--- src/rtl/dcf_pkg.sv ---
package dcf_pkg;

    typedef enum logic [1:0] {
        OP_ADD  = 2'b00,
        OP_SUB  = 2'b01,
        OP_CMP  = 2'b10,
        OP_CMPX = 2'b11
    } op_e;

    typedef enum logic [2:0] {
        CS_CARRY = 3'b000,
        CS_NEG   = 3'b001,
        CS_ZERO  = 3'b010,
        CS_OVF   = 3'b011,
        CS_GT    = 3'b100,
        CS_GE    = 3'b101,
        CS_RSV6  = 3'b110,
        CS_RSV7  = 3'b111
    } cond_e;

    typedef struct packed {
        logic carry;
        logic neg;
        logic zero;
        logic ovr;
        logic ovf;
    } flags_t;

endpackage

--- src/rtl/dcf_arith.sv ---
module dcf_arith
    import dcf_pkg::*;
#(
    parameter int W = 40
) (
    input  logic [W-1:0] a,
    input  logic [W-1:0] b,
    input  op_e          op,
    output logic [W:0]   full,
    output logic         carry_borrow
);
    logic [W:0] ext_a, ext_b, uadd;

    always_comb begin
        ext_a = {a[W-1], a};
        ext_b = {b[W-1], b};
        uadd  = {1'b0, a} + {1'b0, b};
        if (op == OP_ADD) begin
            full         = ext_a + ext_b;
            carry_borrow = uadd[W];
        end else begin
            full         = ext_a - ext_b;
            carry_borrow = (a < b);
        end
    end
endmodule

--- src/rtl/dcf_flags.sv ---
module dcf_flags
    import dcf_pkg::*;
#(
    parameter int W     = 40,
    parameter int GUARD = 8
) (
    input  logic [W:0] full,
    input  logic       carry_borrow,
    output flags_t     flg
);
    localparam int MAIN = W - GUARD;
    localparam int FLD  = GUARD + 1;

    logic [FLD-1:0] field;

    always_comb begin
        field     = full[W-1:MAIN-1];
        flg.carry = carry_borrow;
        flg.neg   = full[W-1];
        flg.zero  = (full[W-1:0] == '0);
        flg.ovr   = full[W] ^ full[W-1];
        flg.ovf   = !((&field) || (~|field));
    end
endmodule

--- src/rtl/dcf_select.sv ---
module dcf_select
    import dcf_pkg::*;
(
    input  flags_t flg,
    input  cond_e  sel,
    output logic   dc_next,
    output logic   hold
);
    always_comb begin
        dc_next = 1'b0;
        hold    = 1'b0;
        unique case (sel)
            CS_CARRY: dc_next = flg.carry;
            CS_NEG:   dc_next = flg.neg;
            CS_ZERO:  dc_next = flg.zero;
            CS_OVF:   dc_next = flg.ovf;
            CS_GT:    dc_next = !((flg.neg ^ flg.ovr) | flg.zero);
            CS_GE:    dc_next = !(flg.neg ^ flg.ovr);
            CS_RSV6,
            CS_RSV7:  hold    = 1'b1;
        endcase
    end
endmodule

--- src/rtl/dcf_gen.sv ---
module dcf_gen
    import dcf_pkg::*;
#(
    parameter int W     = 40,
    parameter int GUARD = 8
) (
    input  logic         clk,
    input  logic         rst,
    input  logic         dc_upd,
    input  logic [1:0]   op_kind,
    input  logic [2:0]   cond_sel,
    input  logic [W-1:0] src1,
    input  logic [W-1:0] src2,
    output logic         dc
);
    logic [W:0] full;
    logic       carry_borrow;
    flags_t     flg;
    logic       dc_next;
    logic       hold;
    logic       dc_q;
    logic       dc_d;

    dcf_arith #(.W(W)) u_arith (
        .a(src1), .b(src2), .op(op_e'(op_kind)),
        .full(full), .carry_borrow(carry_borrow)
    );

    dcf_flags #(.W(W), .GUARD(GUARD)) u_flags (
        .full(full), .carry_borrow(carry_borrow), .flg(flg)
    );

    dcf_select u_sel (
        .flg(flg), .sel(cond_e'(cond_sel)),
        .dc_next(dc_next), .hold(hold)
    );

    // next-value process
    always_comb begin
        dc_d = dc_q;
        if (dc_upd && !hold) dc_d = dc_next;
    end

    // register process
    always_ff @(posedge clk) begin
        if (rst) dc_q <= 1'b0;
        else     dc_q <= dc_d;
    end

    assign dc = dc_q;


    a_r1_reset_clear: assert property (@(posedge clk) rst |=> !dc);

    a_r2_idle_hold: assert property (@(posedge clk) disable iff (rst)
        !dc_upd |=> $stable(dc));

    a_r10_reserved_hold: assert property (@(posedge clk) disable iff (rst)
        (dc_upd && cond_sel[2:1] == 2'b11) |=> $stable(dc));

    a_r6_zero_equal: assert property (@(posedge clk) disable iff (rst)
        (dc_upd && cond_sel == 3'b010 && op_kind != 2'b00)
        |=> (dc == ($past(src1) == $past(src2))));

    a_r8_signed_gt: assert property (@(posedge clk) disable iff (rst)
        (dc_upd && cond_sel == 3'b100 && op_kind != 2'b00)
        |=> (dc == ($signed($past(src1)) > $signed($past(src2)))));

    a_r9_signed_ge: assert property (@(posedge clk) disable iff (rst)
        (dc_upd && cond_sel == 3'b101 && op_kind != 2'b00)
        |=> (dc == ($signed($past(src1)) >= $signed($past(src2)))));
endmodule

--- config.mk ---
export PLATFORM = sky130hd
export DESIGN_NAME = dcf_gen
export DESIGN_NICKNAME = d
export VERILOG_FILES = /design/src/rtl/dcf_pkg.sv /design/src/rtl/dcf_arith.sv /design/src/rtl/dcf_flags.sv /design/src/rtl/dcf_select.sv /design/src/rtl/dcf_gen.sv
export SDC_FILE = /design/constraint.sdc
export NUM_CORES = 1
export LEC_CHECK = 0
export ABC_AREA = 1
export CORE_UTILIZATION = 43
export DETAILED_ROUTE_END_ITERATION = 10
export DONT_BUFFER_PORTS = 1
export PLACE_DENSITY_LB_ADDON = 0.2
export SYNTH_ARGS = -nofsm -noshare
export SYNTH_HDL_FRONTEND = slang
export SYNTH_SLANG_ARGS = --single-unit
--- constraint.sdc ---
create_clock -name clk -period 6 [get_ports clk]
set_clock_uncertainty 0.05 [all_clocks]
set_input_delay 0.3 -clock clk [delete_from_list [all_inputs] [get_ports clk]]
set_output_delay 0.3 -clock clk [all_outputs]
set_load 0.05 [all_outputs]
* Word-level counts from Yosys, hierarchy flattened
Cells that the tools add are included.
** Cells by class
- Add/sub/neg operators :: 3
- $lt $le $gt $ge :: 1
- Eq/ne operators :: 7
- Muxes and demuxes :: 4
- Bitwise operators :: 3
- Reductions and logical operators :: 13
** Operators by type and width (number)
- $add A40 B40 Y41 :: 2
- $mux W41 :: 1
- $sub A40 B40 Y41 :: 1
- $logic_not A40 Y1 :: 1
- $lt A40 B40 Y1 :: 1
- $eq A3 B3 Y1 const B :: 4
- $reduce_and A9 Y1 :: 1
- $reduce_or A9 Y1 :: 1
- $eq A3 B2 Y1 const B :: 2
- $pmux W1 S6 :: 1
- $logic_not A1 Y1 :: 5
- $eq A3 B1 Y1 const B :: 1
- $logic_not A3 Y1 :: 1
- $logic_not A2 Y1 :: 1
- $mux W1 :: 2
- $reduce_or A2 Y1 :: 1
- $xor A1 B1 Y1 :: 2
- $logic_and A1 B1 Y1 :: 1
- $logic_or A1 B1 Y1 :: 1
- $or A1 B1 Y1 :: 1
** Word-level totals
- Register bits after elaboration :: 1
- Input bits :: 88
- Output and inout bits :: 1
- Logic and storage cells :: 32

* Depth between registers and ports, before layout
Gate-level depths: netlist of run 1.
- Depth after elaboration :: 7
- Mapped depth :: 26
- Gate-level depth less buffers :: 25

* Modules after synthesis
From an unflattened synthesis of run 1, not the netlist that was laid out.
** Unflattened totals
- Cell total of the unflattened synthesis :: 1512
- Area total of the unflattened synthesis :: 7243.2 sq um
** By module, submodules not included
- dcf_arith :: instances 1, cells an instance 1437, area an instance 6906.6 sq um, sequential area each 0.0 sq um
- dcf_flags :: instances 1, cells an instance 46, area an instance 197.7 sq um, sequential area each 0.0 sq um
- dcf_select :: instances 1, cells an instance 21, area an instance 85.1 sq um, sequential area each 0.0 sq um
- dcf_gen :: instances 1, cells an instance 8, area an instance 53.8 sq um, sequential area each 20.0 sq um

* Worst setup path before layout of run 1
OpenSTA, ideal clock, no wires.
- Kind :: in2reg
- From :: input port src1[0]
- To :: register dc_q (netlist: dc)
- Setup time :: 0.116 ns
- Arrival time :: 2.256 ns
- Required time :: 5.834 ns
- Slack :: 3.578 ns
- Stages on the path :: 23
- Buffers on the path :: 0
- Cells stage by stage :: inv_1 -> ha_1 -> fa_1 -> inv_1 -> nand3_1 -> nand3_1 -> nand2_1 -> nand2_1 -> nand2_1 -> nand2_1 -> nand2_1 -> nand2_1 -> nand2_1 -> nand3_1 -> nand2_2 -> nor2_1 -> nand2_1 -> nor2_1 -> nand3_1 -> nand3_1 -> nand2_1 -> nor2_1 -> nor2_1
** On the way
- Word-level cells in the longest chain between the ends :: 7
- Elaborated cells between the ends (all ways) :: 18
- Classes of those cells :: 3 x add/sub; 1 x order compare; 3 x mux; 3 x bitwise; 8 x reduce/logical
** RTL lines
- start: declaration :: RTL line dcf_gen.sv:12 : input logic [W-1:0] src1,
- branches (longest 6 deep; another with $sub A40 B40 Y41)
- $pmux W1 S6 * :: RTL line dcf_select.sv:12 : unique case (sel)
- end signal: assignment :: RTL line dcf_gen.sv:46 : if (rst) dc_q <= 1'b0;
- end signal: assignment :: RTL line dcf_gen.sv:47 : else dc_q <= dc_d;
- end: declaration :: RTL line dcf_gen.sv:21 : logic dc_q;
Every way passes the cells marked *.
A chain may end at the register's enable or synchronous reset.

* Worst setup path after layout of run 1
- From :: input port src2[33]
- To :: register dc_q (netlist: dc)
** On the way
- Word-level cells in the longest chain between the ends :: 7
- Elaborated cells between the ends (all ways) :: 18
- Classes of those cells :: 3 x add/sub; 1 x order compare; 3 x mux; 3 x bitwise; 8 x reduce/logical
** RTL lines
- start: declaration :: RTL line dcf_gen.sv:13 : input logic [W-1:0] src2,
- branches (longest 6 deep; another with $sub A40 B40 Y41)
- $pmux W1 S6 * :: RTL line dcf_select.sv:12
Marked as above.

==> results.txt, run 1 <==
crit path from: src2[33]
Gate power share: 98.7%
ANT cells: 0
fin nets: 1,688
antenna violations before repair: 0
Synth Cell Area: 7300 um^2
status: finished clean
asr flop ratio synth: 0%
GRT Residual Overflow: 0
Final Hold Fails: 0
WS Path Type: primary input to flop
Switching Share: 70.1%
reg-to-reg slack, setup: 5000 ps
data required time at the worst endpoint: 5830 ps
Area growth, synth to finish: 1.71%
Post-synth EDFFs: 0
Tot GR Track Use: 30.9%
Post-Syn Area per Cell: 4.73 um^2
crit-path max FO: 10
Min-Delay Path Class: primary input to flop
reg2reg path depth: 2
largest net degree at the start of global routing: 43
hold path endpoint: dc
Filler cells: 2,021
part of the power in registers: 1.3%
Iter 0 DRT Violations: 951
vias in the first global route: 8,510
first-pass GRT wire length: 42,900 um
syn_nets: 1,713
area post-placement: 7430 um^2
Power Dens Cells: 102 nW/um^2
detailed placement HPWL: 23,800 um
clk_lat worst skew: 0 ps
I/O Pins: 89
Worst Tran Pin Value: 973 ps
Syn Inst Count: 1,543
Clock transition at path regs: 0 ps
Setup TNS: 0 ps
post-CTS sizing: 0
chip width: 132 um
Die ar.: 17,500 um^2
FF+latch count, synth: 1
critical path capture point type: flop
RePlAce Congestion: 0.999
R2R Path Start: dc
Synth Flop Type: dfxtp_1
share of cells above drive strength 1: 2.70%
Worst EP arrival: 3090 ps
FP Rows: 47
via/cell ratio: 5.33
Worst slew margin: 35.0%
max reg flops: 1
number of max-cap violations: 0
Final Cell Area: 7430 um^2
drt pass-1 iters: 5
final period utilization: 54.4%
Setup violations, final: 0
worst reg2reg endpoint: dc
leakage: 4.57 nW
postcts setup bufs: 0
WHS Path Cells: 2
Final Max Slew Viols: 0
Int Pwr: 227 uW
Starting Density: 44.0%
hold buffers post-CTS: 0
worst hold path startpoint: rst
Clk network pwr share: 0%
fmax: 306 MHz
antenna viol nets, final: 0
RSZ-0062 raised after global routing: false
Worst Setup Start Kind: primary input
total number of vias: 9,255
Distinct cells, synth: 42
Port Buf Inserts: 0
Die Y: 132 um
DRC viols: 0
post-layout min period: 3260 ps
yosys warns: 0
Worst VDD drop: 40.3 uV
Detailed Route WL: 27,300 um
routed length per instance: 15.7 um
sequential element share of the synthesized area: 0.274%
Core ar.: 16,600 um^2
P_sw: 530 uW
[layer usage]
layer	routed length [um]	vias to the layer above	track usage (%)
met1	13000	4161	45.3
met5	0	-	0
met2	11500	357	49.1
met4	503	0	5.56
li1	-	4708	-
met3	2280	29	2.88
[Yosys cell counts, drive strengths merged, types with 2 or more instances]
cell,count,area share [%]
a21boi,3,0.31
a21o,5,0.51
a21oi,73,5.1
and2,2,0.19
buf,23,2.0
clkbuf,6,0.38
fa,2,0.55
ha,80,14
inv,300,15
nand2,596,31
nand3,145,10
nand3b,4,0.41
nand4,25,2.1
nor2,190,10
nor3,16,1.4
nor4,5,0.43
o211ai,4,0.41
o21ai,38,2.6
o21bai,15,1.5
or2,2,0.17
[layout by cell type, fill, tap and decap left out, types with 2 or more instances in the layout]
cell and n:
o21bai_1 15, nor2_4 4, buf_4 2, nand2_1 585, nor3_2 4, o21ai_1 4
nand3_2 5, nor2_2 6, a21oi_2 2, nand3b_1 4, fa_1 2, o211ai_1 4
o21ai_0 34, a21boi_0 3, a21oi_1 71, nand3_1 140, nor4_1 5, ha_1 80
nand2_2 11, nand4_1 25, nor2_1 180, nor3_1 12, inv_2 4, inv_1 296
a21o_1 5
[through the flow]
| stage | setup slack [ps] | hold slack [ps] | power, mW | util, % | cells |
|---|---|---|---|---|---|
| CTS | 2830 | 450 | 0.737 | 44.8 | 1736 |
| global placement | 2840 | 450 | 0.734 | 44.8 | 1736 |
| global route | 2490 | 456 | 0.845 | 44.8 | 1736 |
| floorplan | 3580 | 419 | 0.549 | - | 1543 |
| detailed placement | 2840 | 450 | 0.734 | 44.8 | 1736 |
| finish | 2740 | 444 | 0.757 | 44.8 | 1736 |
[worst max-delay path, stage by stage]
cell and delay, ps:
inv_1 20, ha_1 560, inv_1 270, a21oi_1 290, o21ai_0 170, nand3_1 90
nand2_1 50, o21ai_0 260, nand3_1 130, nand2_1 90, nand2_1 140, nor2_1 140
nand2_1 60, nor2_1 100, nand3_1 140, nand3_1 100, nand2_1 50, nor2_1 80
nor2_1 50
[cell families after synthesis]
kind of cell / count (synthesis) / share of synthesized area [%]
simple gates: 987 / 56.5
buf+inv: 329 / 17.8
compound gates: 143 / 11.0
fa+ha+maj: 82 / 14.3
xor+xnor: 1 / 0.120
flops: 1 / 0.274
[power by group through the flow]
stage / combinational (mW) / sequential (mW) / clock (mW)
finish: 0.747 / 0.00965 / 0
floorplan: 0.540 / 0.00959 / 0
global route: 0.836 / 0.00976 / 0
CTS: 0.727 / 0.00970 / 0
detailed placement: 0.724 / 0.00971 / 0
global placement: 0.725 / 0.00977 / 0
[worst max-delay path by stage]
stage          to  slack [ps]
2_1_floorplan  dc        3580
3_3_place_gp   dc        2840
3_5_place_dp   dc        2840
4_1_cts        dc        2830
5_1_grt        dc        2490
6_report       dc        2740
[final cells by class]
type	instances	area, um^2	share of cell area (%)
sequential	1	20.0	0.270
inverter	300	1130	15.2
tap	220	275	3.71
multi-input combinational	1213	5990	80.7
timing repair buffer	2	15.0	0.202
(Power assumes the default switching activity.)
==> run 2, diff against run 1 <==
==> constraint.sdc (replaced) <==
create_clock -name clk -period 3 [get_ports clk]
set_clock_uncertainty 0.05 [all_clocks]
set_input_delay 0.15 -clock clk [delete_from_list [all_inputs] [get_ports clk]]
set_output_delay 0.15 -clock clk [all_outputs]
set_load 0.05 [all_outputs]
==> run 2 against run 1 <==
Compared with the run above:
- sequential cell count did not move
- via count rose by 1.7%
- cell count rose by 1.4%
- critical endpoint unchanged
==> results.txt, run 2 (synthesized netlist as in run 1, its figures left out) <==
status: finished clean
post-layout min period: 2850 ps
Die ar.: 17,500 um^2
clk_lat worst skew: 0 ps
Crit path largest cell delay: 470 ps
DRC viols: 0
vias in the first global route: 8,231
drt pass-1 iters: 5
Final Max Slew Viols: 0
Worst VDD drop: 112 uV
largest net degree at the start of global routing: 61
routed length per instance: 15.9 um
worst hold slack: 274 ps
via/cell ratio: 5.35
Worst slew margin: 60.3%
Power Dens Cells: 206 nW/um^2
Tot GR Track Use: 31.0%
antenna violations before repair: 0
CP max-delay cell: ha_1
total number of vias: 9,416
leakage: 4.71 nW
fmax: 351 MHz
WS Path Type: primary input to flop
detailed placement HPWL: 24,300 um
Worst Setup Start Kind: primary input
leading cell type in the layout, fill and taps excluded: nand2_1
Area growth, synth to finish: 7.42%
critical path capture point type: flop
fin nets: 1,712
Iter 0 DRT Violations: 922
RSZ-0062 raised after global routing: false
final period utilization: 94.8%
first-pass GRT wire length: 42,600 um
Setup TNS: 0 ps
ANT cells: 0
GRT Residual Overflow: 0
Worst EP arrival: 2680 ps
Setup violations, final: 0
max reg flops: 1
Starting Density: 44.0%
chip width: 132 um
CP Cell Sequence: inv_1 > ha_1 > inv_1 > a21oi_1 > nand2_1 > a21oi_1 > nor2_1 > o21ai_0 > nand3_1 > nand2_1 > nand2_1 > nor2_1 > nand2_1 > nor2_1 > nand3_1 > nand3_1 > nand2_1 > nor2_1 > nor2_1
Core ar.: 16,600 um^2
worst hold path startpoint: rst
Detailed Route WL: 27,900 um
Min-Delay Path Class: primary input to flop
Port Buf Inserts: 0
I/O Pins: 89
data required time at the worst endpoint: 2830 ps
most frequent cells in the layout: nand2_1, inv_1, nor2_1
RePlAce Congestion: 1.03
Die Y: 132 um
Clock transition at path regs: 0 ps
Final Hold Fails: 0
Worst Tran Pin Value: 590 ps
number of max-cap violations: 0
crit-path max FO: 7
crit path from: src2[29]
Filler cells: 1,952
share of cells above drive strength 1: 7.60%
FP Rows: 47
antenna viol nets, final: 0
hold buffers post-CTS: 0
R2R Path Start: dc
## run 2: changes by cell type in the layout (fill, tap and decap cells not counted), sizes merged
cell  previous run  this run
buf              2        26
## run 2: final cells by class
type	count	area [um^2]	area share [%]
Multi-Input combinational cell	1213	6200	79.1
Inverter	300	1130	14.4
Tap cell	220	275	3.51
Timing Repair Buffer	26	220	2.81
Sequential cell	1	20.0	0.255
## run 2: metal layers
layer	part of all wire (%)	track usage (%)	up-vias
li1	-	-	4751
met1	46	45.5	4204
met2	41	47.5	428
met3	11	5.27	33
met4	1.7	4.73	0
met5	0	0	-
## run 2: where the power goes
part / switching (mW) / total, mW / internal [mW]
clock: 0 / 0 / 0
sequential: 0.00455 / 0.0193 / 0.0147
combinational: 1.10 / 1.60 / 0.503
total: 1.10 / 1.62 / 0.518
## run 2: metrics by stage
step	utilization (%)	power, mW	setup WS [ps]	cell area [um^2]	cells
finish	47.3	1.62	155	7840	1760
global route	47.3	1.79	5.90	7840	1760
CTS	46.0	1.53	72.7	7630	1760
detailed placement	46.0	1.52	86.1	7630	1760
global placement	46.0	1.52	29.5	7630	1760
floorplan	-	1.10	728	7300	1543
## run 2: repair_timing
item | in CTS | in global routing
resized for setup | 0 | 56
endpoints found under the hold margin | 0 | 0
endpoints found under the setup margin | 0 | 1
setup buffers | 0 | 0
## run 2: critical path: cells and delay by family
kind / cells / cell delay, ps
buffers and inverters: 2 / 200
adders and majority gates: 1 / 470
and+or+nand+nor: 13 / 1190
AOI/OAI and AO/OA: 3 / 670
## run 2: worst paths after layout
path | endpoint | slack, ps | depth (start not counted)
worst min register to register | dc | 700 | 2
worst max register to register | dc | 2040 | 2
worst max-delay path | dc | 150 | 19
worst min-delay path | dc | 270 | 2
==> run 3, diff against run 2 <==
--- a/config.mk
+++ b/config.mk
@@ -5,7 +5,7 @@
 export SDC_FILE = /design/constraint.sdc
 export NUM_CORES = 1
 export LEC_CHECK = 0
-export ABC_AREA = 1
+export ABC_AREA = 0
 export CORE_UTILIZATION = 43
 export DETAILED_ROUTE_END_ITERATION = 10
 export DONT_BUFFER_PORTS = 1
==> run 3 against run 2 <==
Compared with the run above:
- the run now ends with negative setup slack left
- synthesized area is 23% lower
- sequential share of layout area hardly changed
- total power is 1.4% higher
- cell area is 3.9% lower
- cell count is 32% lower
- global-route usage is 1.4 points lower
- routed wire length is 28% lower
- via count is 23% lower
- die area is 23% lower
- utilization is 12 points higher
- setup slack worse by 770 ps
- critical path depth is 5 lower
==> results.txt, run 3 <==
number of max-cap violations: 0
Worst Tran Pin Value: 636 ps
most frequent cells in the layout: buf_4, a21oi_1, inv_1
Tot GR Track Use: 29.6%
Worst VDD drop: 107 uV
antenna violations before repair: 0
met1 GRT Util: 39.5%
Post-Syn Area per Cell: 6.46 um^2
Min-Delay Path Class: primary input to flop
FP Rows: 41
first-pass GRT wire length: 32,400 um
leading post-synthesis cells by cell area: ha_1, a21oi_1, inv_1
Power Dens Cells: 217 nW/um^2
Storage cell area: 20.0 um^2
status: finished with violations
Worst EP arrival: 3430 ps
Syn Inst Count: 866
fmax: 277 MHz
total number of vias: 7,258
Iter 0 DRT Violations: 564
GRT Residual Overflow: 0
sequential element share of the synthesized area: 0.358%
WS Path Type: primary input to flop
Filler cells: 1,264
data required time at the worst endpoint: 2810 ps
Detailed Route WL: 20,100 um
RePlAce Congestion: 0.994
Clock transition at path regs: 0 ps
Final Hold Fails: 0
Synth top cells by count: a21oi_1, inv_1, ha_1
gr busiest metal: met2
Starting Density: 44.1%
antenna viol nets, final: 0
vias in the first global route: 6,846
Final Max Slew Viols: 0
fin util: 59.5%
met2 Usage GRT: 49.6%
leading cell type in the layout, fill and taps excluded: buf_4
Die Y: 116 um
Port Buf Inserts: 0
Worst Setup Start Kind: primary input
Setup violations, final: 1
RSZ-0062 raised after global routing: true
max reg flops: 1
Die ar.: 13,500 um^2
share of the synthesized area in the top cell type: 17.9%
routed length per instance: 16.7 um
post-layout min period: 3610 ps
Area growth, synth to finish: 34.8%
final period utilization: 120%
violated checks: negative setup slack
critical path capture point type: flop
syn_nets: 1,036
FF+latch count, synth: 1
footprint of the multi-input gates: 5380 um^2
most numerous cell in the Yosys netlist: a21oi_1
Setup TNS: -613 ps
met3 usage: 3.09%
post-synth top area cell: ha_1
crit-path max FO: 3
DRC viols: 0
largest net degree at the start of global routing: 40
I/O Pins: 89
share of cells above drive strength 1: 26.9%
yosys warns: 0
chip width: 116 um
via/cell ratio: 6.02
leakage: 3.40 nW
Synth Flop Type: dfxtp_1
Distinct cells, synth: 82
asr flop ratio synth: 0%
Core ar.: 12,700 um^2
Synth Cell Area: 5590 um^2
ANT cells: 0
post-route worst setup slack: -613 ps
detailed placement HPWL: 16,800 um
Post-synth EDFFs: 0
drt pass-1 iters: 6
Final Cell Area: 7540 um^2
Worst slew margin: 57.1%
fin nets: 1,205
area post-placement: 7260 um^2
clk_lat worst skew: 0 ps
## run 3: cell types whose count changed after synthesis, moves of 29 or more
cell,delta
nor2_1,-104
nand2_1,-523
inv_1,-214
nand3_1,-126
clkbuf_1,+29
o31ai_1,+29
## run 3: per-stage QoR
stage | hold slack (ps) | instances | power, mW | setup WS (ps)
finish | 345 | 1205 | 1.64 | -613
global route | 386 | 1205 | 1.79 | -809
CTS | 347 | 1201 | 1.58 | -631
detailed placement | 353 | 1198 | 1.54 | -764
global placement | 330 | 1198 | 1.53 | -673
floorplan | 301 | 866 | 0.960 | -227
## run 3: final timing paths
kind / start / endpoint / slack [ps] / cells past startpoint
max: src2[19] / dc / -610 / 14
min: rst / dc / 350 / 3
max reg2reg: dc / dc / 1270 / 4
min reg2reg: dc / dc / 890 / 4
## run 3: cells by family after synthesis
| logic type | Yosys count | share of synthesized area (%) |
|---|---|---|
| XOR/XNOR | 32 | 5.01 |
| adder cells (fa/ha/maj) | 82 | 18.6 |
| AND/OR/NAND/NOR | 301 | 28.4 |
| AO/OA/AOI/OAI | 319 | 38.0 |
| flip-flops | 1 | 0.358 |
| multiplexers | 3 | 0.537 |
| buffers and inverters | 128 | 9.11 |
## run 3: metal layers
metal,wire length (um),up-vias,share of wire [%]
li1,-,3547,-
met1,8710,3323,43
met2,9140,320,45
met3,1490,68,7.4
met4,803,0,4.0
met5,0,-,0
## run 3: critical path: stages
cell	delay, ps
inv_1	20
ha_1	300
or4_4	570
nor3_4	200
a21boi_2	210
a41oi_2	80
a31oi_2	300
o41ai_2	90
a41o_1	270
or4_4	430
a211oi_2	190
nand4b_1	190
o311ai_2	300
nand3_1	120
## run 3: timing repair
action                     4_1_cts  5_1_grt
hold buffers                     0        0
pin swaps                       15       15
resized for setup               23       19
cloned                           0        0
setup endpoints to repair        1        1
setup buffers                    3        4
hold endpoints to repair         0        0
## run 3: power by group
group	total, mW	internal (mW)	leakage [nW]	switching [mW]
Clock	0	0	0	0
Sequential	0.0215	0.0151	0.00828	0.00640
Combinational	1.62	0.755	3.39	0.863
## run 3: final cells by class
type                       instances  area share [%]
tap                              172            2.85
inverter                          82            4.08
timing repair buffer             213            21.4
multi-input combinational        737            71.4
sequential                         1           0.266
